## src/rtl/drtb_pkg.sv

```systemverilog
package drtb_pkg;
   localparam int unsigned NUM_RATES = 4;

   typedef enum logic [1:0] {
      RATE_4HZ   = 2'b00,
      RATE_10HZ  = 2'b01,
      RATE_200HZ = 2'b10,
      RATE_1KHZ  = 2'b11
   } rate_e;
endpackage

```

## src/rtl/drtb_phase_bank.sv

```systemverilog
module drtb_phase_bank
   import drtb_pkg::*;
#(
   parameter int unsigned CW     = 10,
   parameter int unsigned WRAP   = 1000,
   parameter int unsigned T0     = 250,
   parameter int unsigned T1     = 100,
   parameter int unsigned T2     = 5,
   parameter int unsigned T3     = 1
) (
   input  logic                          clk,
   input  logic                          rst_n,
   input  logic                          tick_ms,
   output logic [NUM_RATES-1:0][CW-1:0]  phase,
   output logic                          tick_seen
);
   logic [CW-1:0] wrap_cnt;
   logic          wrap_now;

   assign wrap_now = tick_ms && (wrap_cnt == CW'(WRAP - 1));

   always_ff @(posedge clk or negedge rst_n) begin
      if (!rst_n) begin
         wrap_cnt  <= '0;
         tick_seen <= 1'b0;
      end else begin
         tick_seen <= tick_ms;
         if (tick_ms) wrap_cnt <= wrap_now ? '0 : wrap_cnt + CW'(1);
      end
   end

   // one modulo counter per rate code, re-aligned at every wrap of the base count
   generate
      for (genvar g = 0; g < NUM_RATES; g++) begin : g_phase
         localparam int unsigned PER = (g == 0) ? T0 : (g == 1) ? T1 : (g == 2) ? T2 : T3;
         logic [CW-1:0] ph_q;
         always_ff @(posedge clk or negedge rst_n) begin
            if (!rst_n)       ph_q <= '0;
            else if (tick_ms) ph_q <= (wrap_now || ph_q == CW'(PER - 1)) ? '0 : ph_q + CW'(1);
         end
         assign phase[g] = ph_q;
      end
   endgenerate
endmodule

```

## src/rtl/drtb_pulse_gen.sv

```systemverilog
module drtb_pulse_gen
   import drtb_pkg::*;
#(
   parameter int unsigned CW         = 10,
   parameter int unsigned T0         = 250,
   parameter int unsigned T1         = 100,
   parameter int unsigned T2         = 5,
   parameter int unsigned T3         = 1,
   parameter int unsigned LEAD       = 10,
   parameter bit          SHIFT_SLOW = 1'b0
) (
   input  logic [NUM_RATES-1:0][CW-1:0] phase,
   input  logic [1:0]                   rate,
   input  logic                         tick_seen,
   output logic                         level,
   output logic                         rise
);
   localparam int unsigned H0 = (T0 / 2 == 0) ? 1 : T0 / 2;
   localparam int unsigned H1 = (T1 / 2 == 0) ? 1 : T1 / 2;
   localparam int unsigned H2 = (T2 / 2 == 0) ? 1 : T2 / 2;
   localparam int unsigned H3 = (T3 / 2 == 0) ? 1 : T3 / 2;

   rate_e         rsel;
   logic [CW-1:0] per, half, ph, add, pos;
   logic [CW:0]   sum;

   assign rsel = rate_e'(rate);
   assign ph   = phase[rate];

   always_comb begin
      unique case (rsel)
         RATE_4HZ:   begin per = CW'(T0); half = CW'(H0); end
         RATE_10HZ:  begin per = CW'(T1); half = CW'(H1); end
         RATE_200HZ: begin per = CW'(T2); half = CW'(H2); end
         default:    begin per = CW'(T3); half = CW'(H3); end
      endcase
   end

   generate
      if (SHIFT_SLOW) begin : g_shift
         // slow codes: advance the wave so it ends LEAD ticks before the period boundary
         assign add = (rsel == RATE_4HZ || rsel == RATE_10HZ) ? half + CW'(LEAD) : '0;
      end else begin : g_plain
         assign add = '0;
      end
   endgenerate

   assign sum   = {1'b0, ph} + {1'b0, add};
   assign pos   = (sum >= {1'b0, per}) ? CW'(sum - {1'b0, per}) : sum[CW-1:0];
   assign level = (pos < half);
   assign rise  = tick_seen && (pos == '0);
endmodule

```

## src/rtl/drtb_ctrl.sv

```systemverilog
module drtb_ctrl (
   input  logic clk,
   input  logic rst_n,
   input  logic flag_rise,
   input  logic irq_rise,
   input  logic irq_en,
   input  logic carry_clr,
   input  logic ce_in,
   output logic carry_flag,
   output logic irq_req,
   output logic ce_reset
);
   logic ce_q, ce_edge, ce_pend;

   assign ce_edge = ce_in && !ce_q;

   always_ff @(posedge clk or negedge rst_n) begin
      if (!rst_n) begin
         ce_q       <= 1'b0;
         ce_pend    <= 1'b0;
         ce_reset   <= 1'b0;
         carry_flag <= 1'b0;
         irq_req    <= 1'b0;
      end else begin
         ce_q       <= ce_in;
         // a fresh edge stays pending even if it meets a flag start
         ce_pend    <= ce_edge || (ce_pend && !flag_rise);
         ce_reset   <= flag_rise && ce_pend;
         carry_flag <= flag_rise || (carry_flag && !carry_clr);
         irq_req    <= irq_rise && irq_en;
      end
   end
endmodule

```

## src/rtl/dual_rate_timebase.sv

```systemverilog
module dual_rate_timebase
   import drtb_pkg::*;
#(
   parameter int unsigned WRAP_TICKS  = 1000,
   parameter int unsigned LEAD_TICKS  = 10,
   parameter int unsigned TICKS_CODE0 = 250,
   parameter int unsigned TICKS_CODE1 = 100,
   parameter int unsigned TICKS_CODE2 = 5,
   parameter int unsigned TICKS_CODE3 = 1
) (
   input  logic       clk,
   input  logic       rst_n,
   input  logic       tick_ms,
   input  logic [1:0] flag_rate,
   input  logic [1:0] irq_rate,
   input  logic       irq_en,
   input  logic       carry_clr,
   input  logic       ce_in,
   output logic       flag_pulse,
   output logic       irq_pulse,
   output logic       carry_flag,
   output logic       irq_req,
   output logic       ce_reset
);
   localparam int unsigned CW = $clog2(WRAP_TICKS);

   generate
      if ((WRAP_TICKS % TICKS_CODE0) != 0 || (WRAP_TICKS % TICKS_CODE1) != 0 ||
          (WRAP_TICKS % TICKS_CODE2) != 0 || (WRAP_TICKS % TICKS_CODE3) != 0) begin : g_bad_period
         $error("every period must divide WRAP_TICKS");
      end
      if (2 * LEAD_TICKS >= TICKS_CODE0 || 2 * LEAD_TICKS >= TICKS_CODE1) begin : g_bad_lead
         $error("LEAD_TICKS must be below half of each slow period");
      end
   endgenerate

   logic [NUM_RATES-1:0][CW-1:0] phase;
   logic tick_seen, flag_rise, irq_rise;

   drtb_phase_bank #(
      .CW(CW), .WRAP(WRAP_TICKS),
      .T0(TICKS_CODE0), .T1(TICKS_CODE1), .T2(TICKS_CODE2), .T3(TICKS_CODE3)
   ) u_bank (
      .clk(clk), .rst_n(rst_n), .tick_ms(tick_ms), .phase(phase), .tick_seen(tick_seen)
   );

   drtb_pulse_gen #(
      .CW(CW), .T0(TICKS_CODE0), .T1(TICKS_CODE1), .T2(TICKS_CODE2), .T3(TICKS_CODE3),
      .LEAD(LEAD_TICKS), .SHIFT_SLOW(1'b0)
   ) u_flag_gen (
      .phase(phase), .rate(flag_rate), .tick_seen(tick_seen), .level(flag_pulse), .rise(flag_rise)
   );

   drtb_pulse_gen #(
      .CW(CW), .T0(TICKS_CODE0), .T1(TICKS_CODE1), .T2(TICKS_CODE2), .T3(TICKS_CODE3),
      .LEAD(LEAD_TICKS), .SHIFT_SLOW(1'b1)
   ) u_irq_gen (
      .phase(phase), .rate(irq_rate), .tick_seen(tick_seen), .level(irq_pulse), .rise(irq_rise)
   );

   drtb_ctrl u_ctrl (
      .clk(clk), .rst_n(rst_n), .flag_rise(flag_rise), .irq_rise(irq_rise),
      .irq_en(irq_en), .carry_clr(carry_clr), .ce_in(ce_in),
      .carry_flag(carry_flag), .irq_req(irq_req), .ce_reset(ce_reset)
   );
endmodule

```

## config.mk

```make
export PLATFORM = sky130hd
export DESIGN_NAME = dual_rate_timebase
export DESIGN_NICKNAME = d
export VERILOG_FILES = /design/src/rtl/drtb_pkg.sv /design/src/rtl/drtb_phase_bank.sv /design/src/rtl/drtb_pulse_gen.sv /design/src/rtl/drtb_ctrl.sv /design/src/rtl/dual_rate_timebase.sv
export SDC_FILE = /design/constraint.sdc
export NUM_CORES = 1
export LEC_CHECK = 0
export CORE_ASPECT_RATIO = 0.6
export CORE_MARGIN = 2
export CORE_UTILIZATION = 65
export CTS_BUF_LIST = sky130_fd_sc_hd__clkbuf_2 sky130_fd_sc_hd__clkbuf_4 sky130_fd_sc_hd__clkbuf_8
export DETAILED_ROUTE_END_ITERATION = 12
export HOLD_SLACK_MARGIN = 0.06
export PLACE_DENSITY_LB_ADDON = 0.05
export SYNTH_ARGS = -nofsm -noshare
export SYNTH_HDL_FRONTEND = slang
export SYNTH_SLANG_ARGS = --single-unit
```

## constraint.sdc

```tcl
create_clock -name clk -period 14.6 [get_ports clk]
set_input_delay 2.19 -clock clk [delete_from_list [all_inputs] [get_ports clk]]
set_output_delay 2.19 -clock clk [all_outputs]
set_load 0.05 [all_outputs]
```

==> impl_metrics.tcl, run 1 <==
set metrics [dict create \
    status "complete, no violations" \
    min_to "u_ctrl.ce_pend$_DFF_PN0_" \
    slew_violations 0 \
    synthesis.area_um2 5130 \
    die_area_um2 8640 \
    nFillCells 634 \
    yosysSeqAreaShare 0.273 \
    cts_tree "done" \
    fmax_mhz 88.9 \
    clockPowerShare 0.092 \
    place_inst 670 \
    tightestPinTransition_ns 0.894 \
    synth-seq-cells 56 \
    hp-class "reg -> reg" \
    swShare 0.474 \
    start_kind "input port" \
    numCtsBuffers 5 \
    reg2reg_slack_ns 10.07 \
    drive_gt1_frac 0.0896 \
    pin_count 15 \
    cts_sinks 56 \
    rr_endpoint "u_ctrl.irq_req$_DFF_PN0_" \
    multi_input_area_um2 3510 \
    gp_congestion 0.933 \
    drc 0 \
    period_needed_ns 11.25 \
    io_buffers 14 \
    antenna_found_initial 0 \
    cts_resized 0 \
    nNetsFinal 637 \
    layout_commonest_cell "dfrtp_1" \
    core_um2 7760 \
    die_h_um 72.8 \
    power_density_nw_per_um2 171 \
    worstPathRequired_ns 12.41 \
    ys_types 59 \
    ant_nets 0 \
    rows 25 \
    wl_mm 12.1 \
    routedWlPerCell_um 17.9 \
    layout_common_cells "dfrtp_1, ha_1, nor2_1" \
    p_switching_uw 438 \
    synth-async-reset-ratio 1.00 \
    min-delay-start "u_ctrl.ce_q$_DFF_PN0_" \
    clk_pin_slew_ns 0.09 \
    hold_viol_final 0 \
    reg2reg_depth 14 \
    p_int_uw 488 \
    clockRootBuffer "clkbuf_8" \
    syn2layout_area_growth_pct 5.91 \
    p_seq_frac 0.273 \
    grt_first_pass_wirelength_mm 20.7 \
    ir_worst_vdd_v 0.000193 \
    path_class "in -> out" \
    clockBufferDepth 2 \
    fin_cells 677 \
    postCtsHoldBufs 0 \
    r2r_start "u_bank.g_phase[3].ph_q[1]$_DFFE_PN0P_" \
    grt_max_degree 63 \
    maxCapViolCount 0 \
    cts_max_level 2 \
    p_leak_uw 0.00238 \
    chipWidth_um 119 \
    synth_nets 628 \
    syn_area_per_cell_um2 9.16 \
    clock_latency_ns 0.32 \
    vias 4320 \
    initialDrtViolationCount 430 \
    drt-vias-per-instance 6.38 \
    holdPathStages 1 \
    final-setup-viol-count 0 \
    synth_edf_count 0 \
    setup_tns_ns 0 \
    cts_setup_buffers 0 \
    synthFlopType "dfrtp_1" \
    yosysWarningCount 0 \
    grtUsageTotal 0.300 \
    relSlewSlack 0.402 \
    crit_arrival_ns 9.06 \
    grt.overflow.total 0 \
    initial_core_util 0.661 \
    grt_pass1_vias 4079 \
    synth_cells 560 \
    antennaDiodeCount 0 \
    clock_skew_ns 0.00746 \
    register_area_um2 1400 \
    fin_crit_sh 0.771 \
    path_max_fanout 14 \
    endpoint_kind "output pin" \
    rsz0062_at_grt "false" \
    hpwl_mm 9.38 \
    combPwrFrac 0.634 \
    drtPass1Iterations 5 \
]
## kinds of logic (layout without fill, tap and decap cells)
| group | count (synthesis) | after routing | share of synthesized area |
|---|---|---|---|
| xor+xnor | 40 | 40 | 0.0683 |
| fa+ha+maj | 58 | 58 | 0.146 |
| buf+inv | 55 | 64 | 0.0422 |
| mux | 35 | 35 | 0.119 |
| compound gates | 126 | 126 | 0.156 |
| flops | 56 | 56 | 0.273 |
| simple gates | 190 | 190 | 0.195 |
## cell usage after synthesis, drive strengths merged (8+ instances only)
| cell | instances | share of area |
|---|---|---|
| o21ai | 42 | 0.042 |
| inv | 40 | 0.029 |
| nand2 | 41 | 0.030 |
| xor2 | 16 | 0.027 |
| nand3 | 26 | 0.025 |
| nand4 | 12 | 0.015 |
| a21oi | 33 | 0.032 |
| nor2 | 45 | 0.033 |
| mux2 | 9 | 0.020 |
| nor2b | 9 | 0.011 |
| clkbuf | 12 | 0.0088 |
| mux4 | 20 | 0.088 |
| dfrtp | 56 | 0.27 |
| and3 | 10 | 0.012 |
| o22ai | 8 | 0.012 |
| xnor2 | 24 | 0.041 |
| ha | 55 | 0.13 |
## sequential cells by signal, indices dropped and copies added, names as in the netlist
register and cells:
u_bank.g_phase.ph_q 40, u_ctrl.ce_pend 1, u_ctrl.ce_q 1, u_ctrl.carry_flag 1, u_bank.tick_seen 1, u_bank.wrap_cnt 10
u_ctrl.ce_reset 1, u_ctrl.irq_req 1
## stage by stage
stage               total power, µW  hold slack, ns  setup slack, ns  utilization  instance area, µm²
floorplan                       682           0.410             4.89            -                5130
global placement                800           0.418             3.58        0.690                5350
detailed placement              826           0.425             3.40        0.690                5350
CTS                             915           0.438             3.38        0.700                5430
global route                   1000           0.463             2.84        0.700                5430
finish                          926           0.434             3.35        0.700                5430
## worst max-delay path: stages
cell and delay, ns:
clkdlybuf4s50_1 1.00, mux4_2 0.62, ha_1 0.32, a211oi_1 0.38, o21bai_1 0.14, a21oi_1 0.21, xnor2_1 0.24, ha_1 0.36
o21a_1 0.13, o31a_1 0.12, o41a_1 0.39, nor4_4 0.60, mux2_2 0.42, ha_1 0.30, a21oi_1 0.13, nor2b_1 0.06
o21ai_0 0.14, nand2b_1 0.08, a2111oi_2 0.35, clkdlybuf4s50_1 0.86
## worst max path at each step
stage	start	end	slack [ns]	depth (start not counted)
5_1_grt	irq_rate[0]	irq_pulse	2.84	22
6_report	irq_rate[0]	irq_pulse	3.35	20
3_3_place_gp	irq_rate[0]	irq_pulse	3.58	20
4_1_cts	irq_rate[0]	irq_pulse	3.38	20
3_5_place_dp	irq_rate[0]	irq_pulse	3.40	20
2_1_floorplan	irq_rate[1]	irq_pulse	4.89	21
## power groups by stage
stage	Combinational [µW]	Clock, µW	Sequential, µW
2_1_floorplan	451	0	231
3_3_place_gp	550	0	250
3_5_place_dp	574	0	252
4_1_cts	578	87.9	249
5_1_grt	649	93.9	258
6_report	587	85.5	253
## cell type report
| class | count | share of cell area |
|---|---|---|
| Clock buffer | 6 | 0.0141 |
| Inverter | 40 | 0.0276 |
| Tap cell | 108 | 0.0249 |
| Clock inverter | 1 | 0.000922 |
| Multi-Input combinational cell | 449 | 0.646 |
| Sequential cell | 56 | 0.258 |
| Timing Repair Buffer | 17 | 0.0281 |
## routing by layer
layer,track usage,part of all wire,up-vias,wire length (µm)
li1,-,-,2059,-
met1,0.458,0.47,2042,5750
met2,0.427,0.40,205,4900
met3,0.0906,0.11,14,1380
met4,0.0503,0.0073,0,89
met5,0,0,-,0
Power figures use the tool's default switching activity.
==> run 2: changes to the inputs <==
Clock period 14.6 ns to 10.8 ns, I/O delays scaled along.
==> run 2 against run 1 <==
Against the previous run:
- clock power is 42% higher
- final area rose by 0.35%
- clock-buffer cell count unchanged
- sequential power rose by 35%
- largest power group unchanged
==> impl_metrics.tcl, run 2 (same netlist as run 1, synthesis figures left out) <==
set metrics [dict create \
    status "complete, no violations" \
    drtPass1Iterations 5 \
    layout_common_cells "dfrtp_1, ha_1, nor2_1" \
    cts_sinks 56 \
    antenna_found_initial 0 \
    clockRootBuffer "clkbuf_8" \
    initial_core_util 0.661 \
    initialDrtViolationCount 387 \
    crit_arrival_ns 8.25 \
    maxCapViolCount 0 \
    postCtsHoldBufs 0 \
    power_density_nw_per_um2 231 \
    clockBufferDepth 2 \
    rows 25 \
    ir_worst_vdd_v 0.000245 \
    pin_count 15 \
    layout_commonest_cell "dfrtp_1" \
    drive_gt1_frac 0.0928 \
    fin_area_um2 5450 \
    reg_top3 "u_bank.g_phase.ph_q x40, u_bank.wrap_cnt x10" \
    vias 4348 \
    nNetsFinal 638 \
    endpoint_kind "output pin" \
    fmax_mhz 101 \
    power_uw 1260 \
    antennaDiodeCount 0 \
    gp_congestion 0.933 \
    syn2layout_area_growth_pct 6.27 \
    grt.overflow.total 0 \
    grt_first_pass_wirelength_mm 20.7 \
    cts_tree "done" \
    grt_pass1_vias 4088 \
    reg2reg_depth 17 \
    cts_setup_buffers 0 \
    clock_latency_ns 0.32 \
    largest-register "u_bank.g_phase.ph_q" \
    die_area_um2 8640 \
    cts_resized 0 \
    setup_tns_ns 0 \
    clock_skew_ns 0.00723 \
    fin_crit_sh 0.914 \
    path_max_fanout 14 \
    numCtsBuffers 5 \
    period_needed_ns 9.87 \
    grt_max_degree 63 \
    hpwl_mm 9.56 \
    grtUsageTotal 0.303 \
    drt-vias-per-instance 6.40 \
    routedWlPerCell_um 18.0 \
    io_buffers 14 \
    final-setup-viol-count 0 \
    tightestPinTransition_ns 0.914 \
    p_leak_uw 0.00239 \
    clk_pin_slew_ns 0.09 \
    drc 0 \
    chipWidth_um 119 \
    slew_violations 0 \
    cts_max_level 2 \
    path_class "in -> out" \
    hold_viol_final 0 \
    holdPathStages 1 \
    largest_reg_flops 40 \
    wl_mm 12.2 \
    relSlewSlack 0.388 \
    worstPathRequired_ns 9.18 \
    rsz0062_at_grt "false" \
    fin_cells 679 \
    hp-class "reg -> reg" \
    core_um2 7760 \
    start_kind "input port" \
    ant_nets 0 \
    place_inst 671 \
    die_h_um 72.8 \
    dpl_cell_area_um2 5360 \
]
[run 2: cell types whose count changed in the layout (fill, tap and decap cells not counted), sizes merged]
cell	change
clkinv	+1
buf	+1
[run 2: cell type report]
class                      count  area, µm²
tap                          108        135
multi-input combinational    449       3510
timing repair buffer          18        160
inverter                      40        150
clock buffer                   6       82.6
clock inverter                 2       10.0
sequential                    56       1400
fill                         627       2310
[run 2: routing by layer]
layer | wire, µm | GRT usage | share of wire
met1 | 6060 | 0.467 | 0.50
met2 | 5090 | 0.443 | 0.42
met3 | 962 | 0.0633 | 0.079
met4 | 121 | 0.0608 | 0.0099
met5 | 0 | 0 | 0
[run 2: per-stage QoR]
stage / setup WS (ns) / hold WS [ns] / util
3_5_place_dp: 0.978 / 0.425 / 0.690
2_1_floorplan: 2.23 / 0.410 / -
6_report: 0.927 / 0.434 / 0.702
5_1_grt: 0.340 / 0.464 / 0.702
3_3_place_gp: 1.16 / 0.418 / 0.690
4_1_cts: 0.960 / 0.438 / 0.702
[run 2: path summary, 6_finish.rpt]
check	from	to	slack (ns)
hold reg to reg	u_ctrl.ce_q$_DFF_PN0_	u_ctrl.ce_pend$_DFF_PN0_	0.43
setup reg to reg	u_bank.g_phase[0].ph_q[0]$_DFFE_PN0P_	u_ctrl.irq_req$_DFF_PN0_	6.58
hold / removal	u_ctrl.ce_q$_DFF_PN0_	u_ctrl.ce_pend$_DFF_PN0_	0.43
max in group asynchronous	rst_n	u_bank.wrap_cnt[7]$_DFFE_PN0P_	8.93
min in group asynchronous	rst_n	u_bank.g_phase[3].ph_q[1]$_DFFE_PN0P_	1.42
setup / recovery	irq_rate[0]	irq_pulse	0.93
[run 2: power by group]
| part | leakage (µW) | internal [µW] | switching, µW |
|---|---|---|---|
| logic | 0.00162 | 358 | 439 |
| registers | 0.000720 | 256 | 85.6 |
| clock network | 0.0000510 | 51.4 | 69.9 |
[run 2: critical path, cell delays in order]
cell and delay (ns):
clkdlybuf4s50_1 1.01, inv_1 0.20, ha_1 0.30, inv_1 0.32
o21ai_0 0.19, ha_1 0.39, nand2_1 0.08, o21ai_0 0.37
nand2_1 0.13, xnor2_1 0.25, ha_1 0.32, nand4_1 0.13
o22ai_1 0.15, nor4_4 0.26, buf_4 0.23, mux2_2 0.37
ha_1 0.31, a21oi_1 0.14, nor2b_1 0.06, o21ai_0 0.14
nand2b_1 0.09, a2111oi_2 0.35, clkdlybuf4s50_1 0.85
==> run 3: changes to the inputs <==
Settings changed: CORE_ASPECT_RATIO 0.6 to 0.8.
==> run 3 against run 2 <==
Against the previous run:
- register-to-register slack got worse by 0.14 ns
- die area fell by 0.21%
- non-clock buffer count fell by 1
- fmax barely moved
- global-route usage fell by 2.0 points
- critical endpoint unchanged
- largest cell class unchanged
- largest power group unchanged
==> impl_metrics.tcl, run 3 (same netlist as run 1, synthesis figures left out) <==
set metrics [dict create \
    status "complete, no violations" \
    layout_commonest_cell "dfrtp_1" \
    worstPathRequired_ns 9.18 \
    crit_top_cell "ha_1" \
    min-delay-start "u_ctrl.ce_q$_DFF_PN0_" \
    io_buffers 14 \
    fmax_mhz 101 \
    reg_top3 "u_bank.g_phase.ph_q x40, u_bank.wrap_cnt x10" \
    p_leak_uw 0.00239 \
    path_max_fanout 14 \
    initialDrtViolationCount 324 \
    drive_gt1_frac 0.0912 \
    hold_viol_final 0 \
    gp_congestion 0.957 \
    vias 4292 \
    maxCapViolCount 0 \
    relSlewSlack 0.424 \
    clockBufferDepth 2 \
    die_area_um2 8620 \
    clockRootBuffer "clkbuf_8" \
    tightestPinTransition_ns 0.860 \
    grtUsageTotal 0.283 \
    reg2reg_slack_ns 6.44 \
    holdPathStages 1 \
    layout_common_cells "dfrtp_1, ha_1, nor2_1" \
    crit_slowest_cell "clkdlybuf4s50_1" \
    slew_violations 0 \
    cts_tree "done" \
    crit_arrival_ns 8.26 \
    multi_input_area_um2 3510 \
    path_class "in -> out" \
    drt-vias-per-instance 6.36 \
    rows 28 \
    power_density_nw_per_um2 226 \
    antennaDiodeCount 0 \
    chipWidth_um 103 \
    antenna_found_initial 0 \
    hp-class "reg -> reg" \
    routedWlPerCell_um 16.9 \
    ir_worst_vdd_v 0.000119 \
    grt_pass1_vias 4058 \
    largest_reg_flops 40 \
    cts_max_level 2 \
    reg2reg_depth 14 \
    numCtsBuffers 5 \
    die_h_um 83.4 \
    power_uw 1230 \
    fin_crit_sh 0.915 \
    core_um2 7530 \
    pin_count 15 \
    hpwl_mm 8.85 \
    final-setup-viol-count 0 \
    rr_endpoint "u_ctrl.irq_req$_DFF_PN0_" \
    min_to "u_ctrl.ce_pend$_DFF_PN0_" \
    drtPass1Iterations 5 \
    period_needed_ns 9.88 \
    clock_latency_ns 0.31 \
    r2r_start "u_bank.g_phase[3].ph_q[0]$_DFFE_PN0P_" \
    start_kind "input port" \
    grt_max_degree 63 \
    endpoint_kind "output pin" \
    register_area_um2 1400 \
    postCtsHoldBufs 0 \
    cp_cell_sequence "clkdlybuf4s50_1 -> inv_1 -> ha_1 -> nor2_1 -> nor2_1 -> ha_1 -> nor2b_1 -> o31a_1 -> a21oi_1 -> ha_1 -> o21a_1 -> o31a_1 -> o41a_1 -> nor4_4 -> mux2_2 -> ha_1 -> a21oi_1 -> nor2b_1 -> o21ai_0 -> nand2b_1 -> a2111oi_2 -> clkdlybuf4s50_1" \
    syn2layout_area_growth_pct 6.00 \
    ant_nets 0 \
    rsz0062_at_grt "false" \
    nFillCells 589 \
    initial_core_util 0.681 \
    largest-register "u_bank.g_phase.ph_q" \
    cts_sinks 56 \
    clock_skew_ns 0.0142 \
    nNetsFinal 637 \
    setup_tns_ns 0 \
    cts_resized 0 \
    cts_setup_buffers 0 \
    clk_pin_slew_ns 0.11 \
    grt.overflow.total 0 \
    wl_mm 11.4 \
    drc 0 \
    critPathMaxStageDelay_ns 0.98 \
    grt_first_pass_wirelength_mm 19.4 \
]
-- run 3: area by class of cell --
class                   instances  area share
inverters                      40      0.0276
clock inverters                 2     0.00253
clock buffers                   6      0.0140
well taps                     105      0.0242
repair buffers                 17      0.0281
flip-flops and latches         56       0.258
multi-input cells             449       0.646
-- run 3: how the worst max path moves through the flow --
stage,startpoint,to,slack (ns),cells after the start
finish,irq_rate[0],irq_pulse,0.92,22
detailed placement,irq_rate[0],irq_pulse,0.91,20
global placement,irq_rate[0],irq_pulse,1.03,20
floorplan,irq_rate[1],irq_pulse,2.23,21
global route,irq_rate[0],irq_pulse,0.30,22
CTS,irq_rate[0],irq_pulse,0.89,22
-- run 3: worst max-delay path, delay by kind of cell --
| kind | cells | cell delay, ns |
|---|---|---|
| adder cells (fa/ha/maj) | 4 | 1.29 |
| AND/OR/NAND/NOR | 6 | 1.03 |
| AO/OA/AOI/OAI | 8 | 1.89 |
| multiplexers | 1 | 0.41 |
| buffers and inverters | 3 | 2.02 |
-- run 3: power by group --
| part | switching, µW | leakage, µW | internal (µW) |
|---|---|---|---|
| Sequential | 78.0 | 0.000720 | 256 |
| Clock | 69.0 | 0.0000490 | 49.0 |
| Combinational | 423 | 0.00162 | 354 |
| Total | 570 | 0.00239 | 659 |
-- run 3: stage by stage --
| step | worst slack (ns) | instances | hold slack [ns] | util | area [µm²] |
|---|---|---|---|---|---|
| floorplan | 2.23 | 560 | 0.410 | - | 5130 |
| global placement | 1.03 | 667 | 0.417 | 0.710 | 5350 |
| detailed placement | 0.905 | 667 | 0.430 | 0.710 | 5350 |
| CTS | 0.887 | 675 | 0.443 | 0.722 | 5440 |
| global route | 0.295 | 675 | 0.482 | 0.722 | 5440 |
| finish | 0.919 | 675 | 0.449 | 0.722 | 5440 |
-- run 3: per-layer routing --
layer  vias to the layer above  part of all wire  track usage  wire (µm)
met2                       148              0.45        0.435       5150
met4                         0             0.010       0.0562        114
met1                      2070              0.47        0.422       5340
li1                       2060                 -            -          -
met5                         -                 0            0          0
met3                        14             0.071       0.0513        811
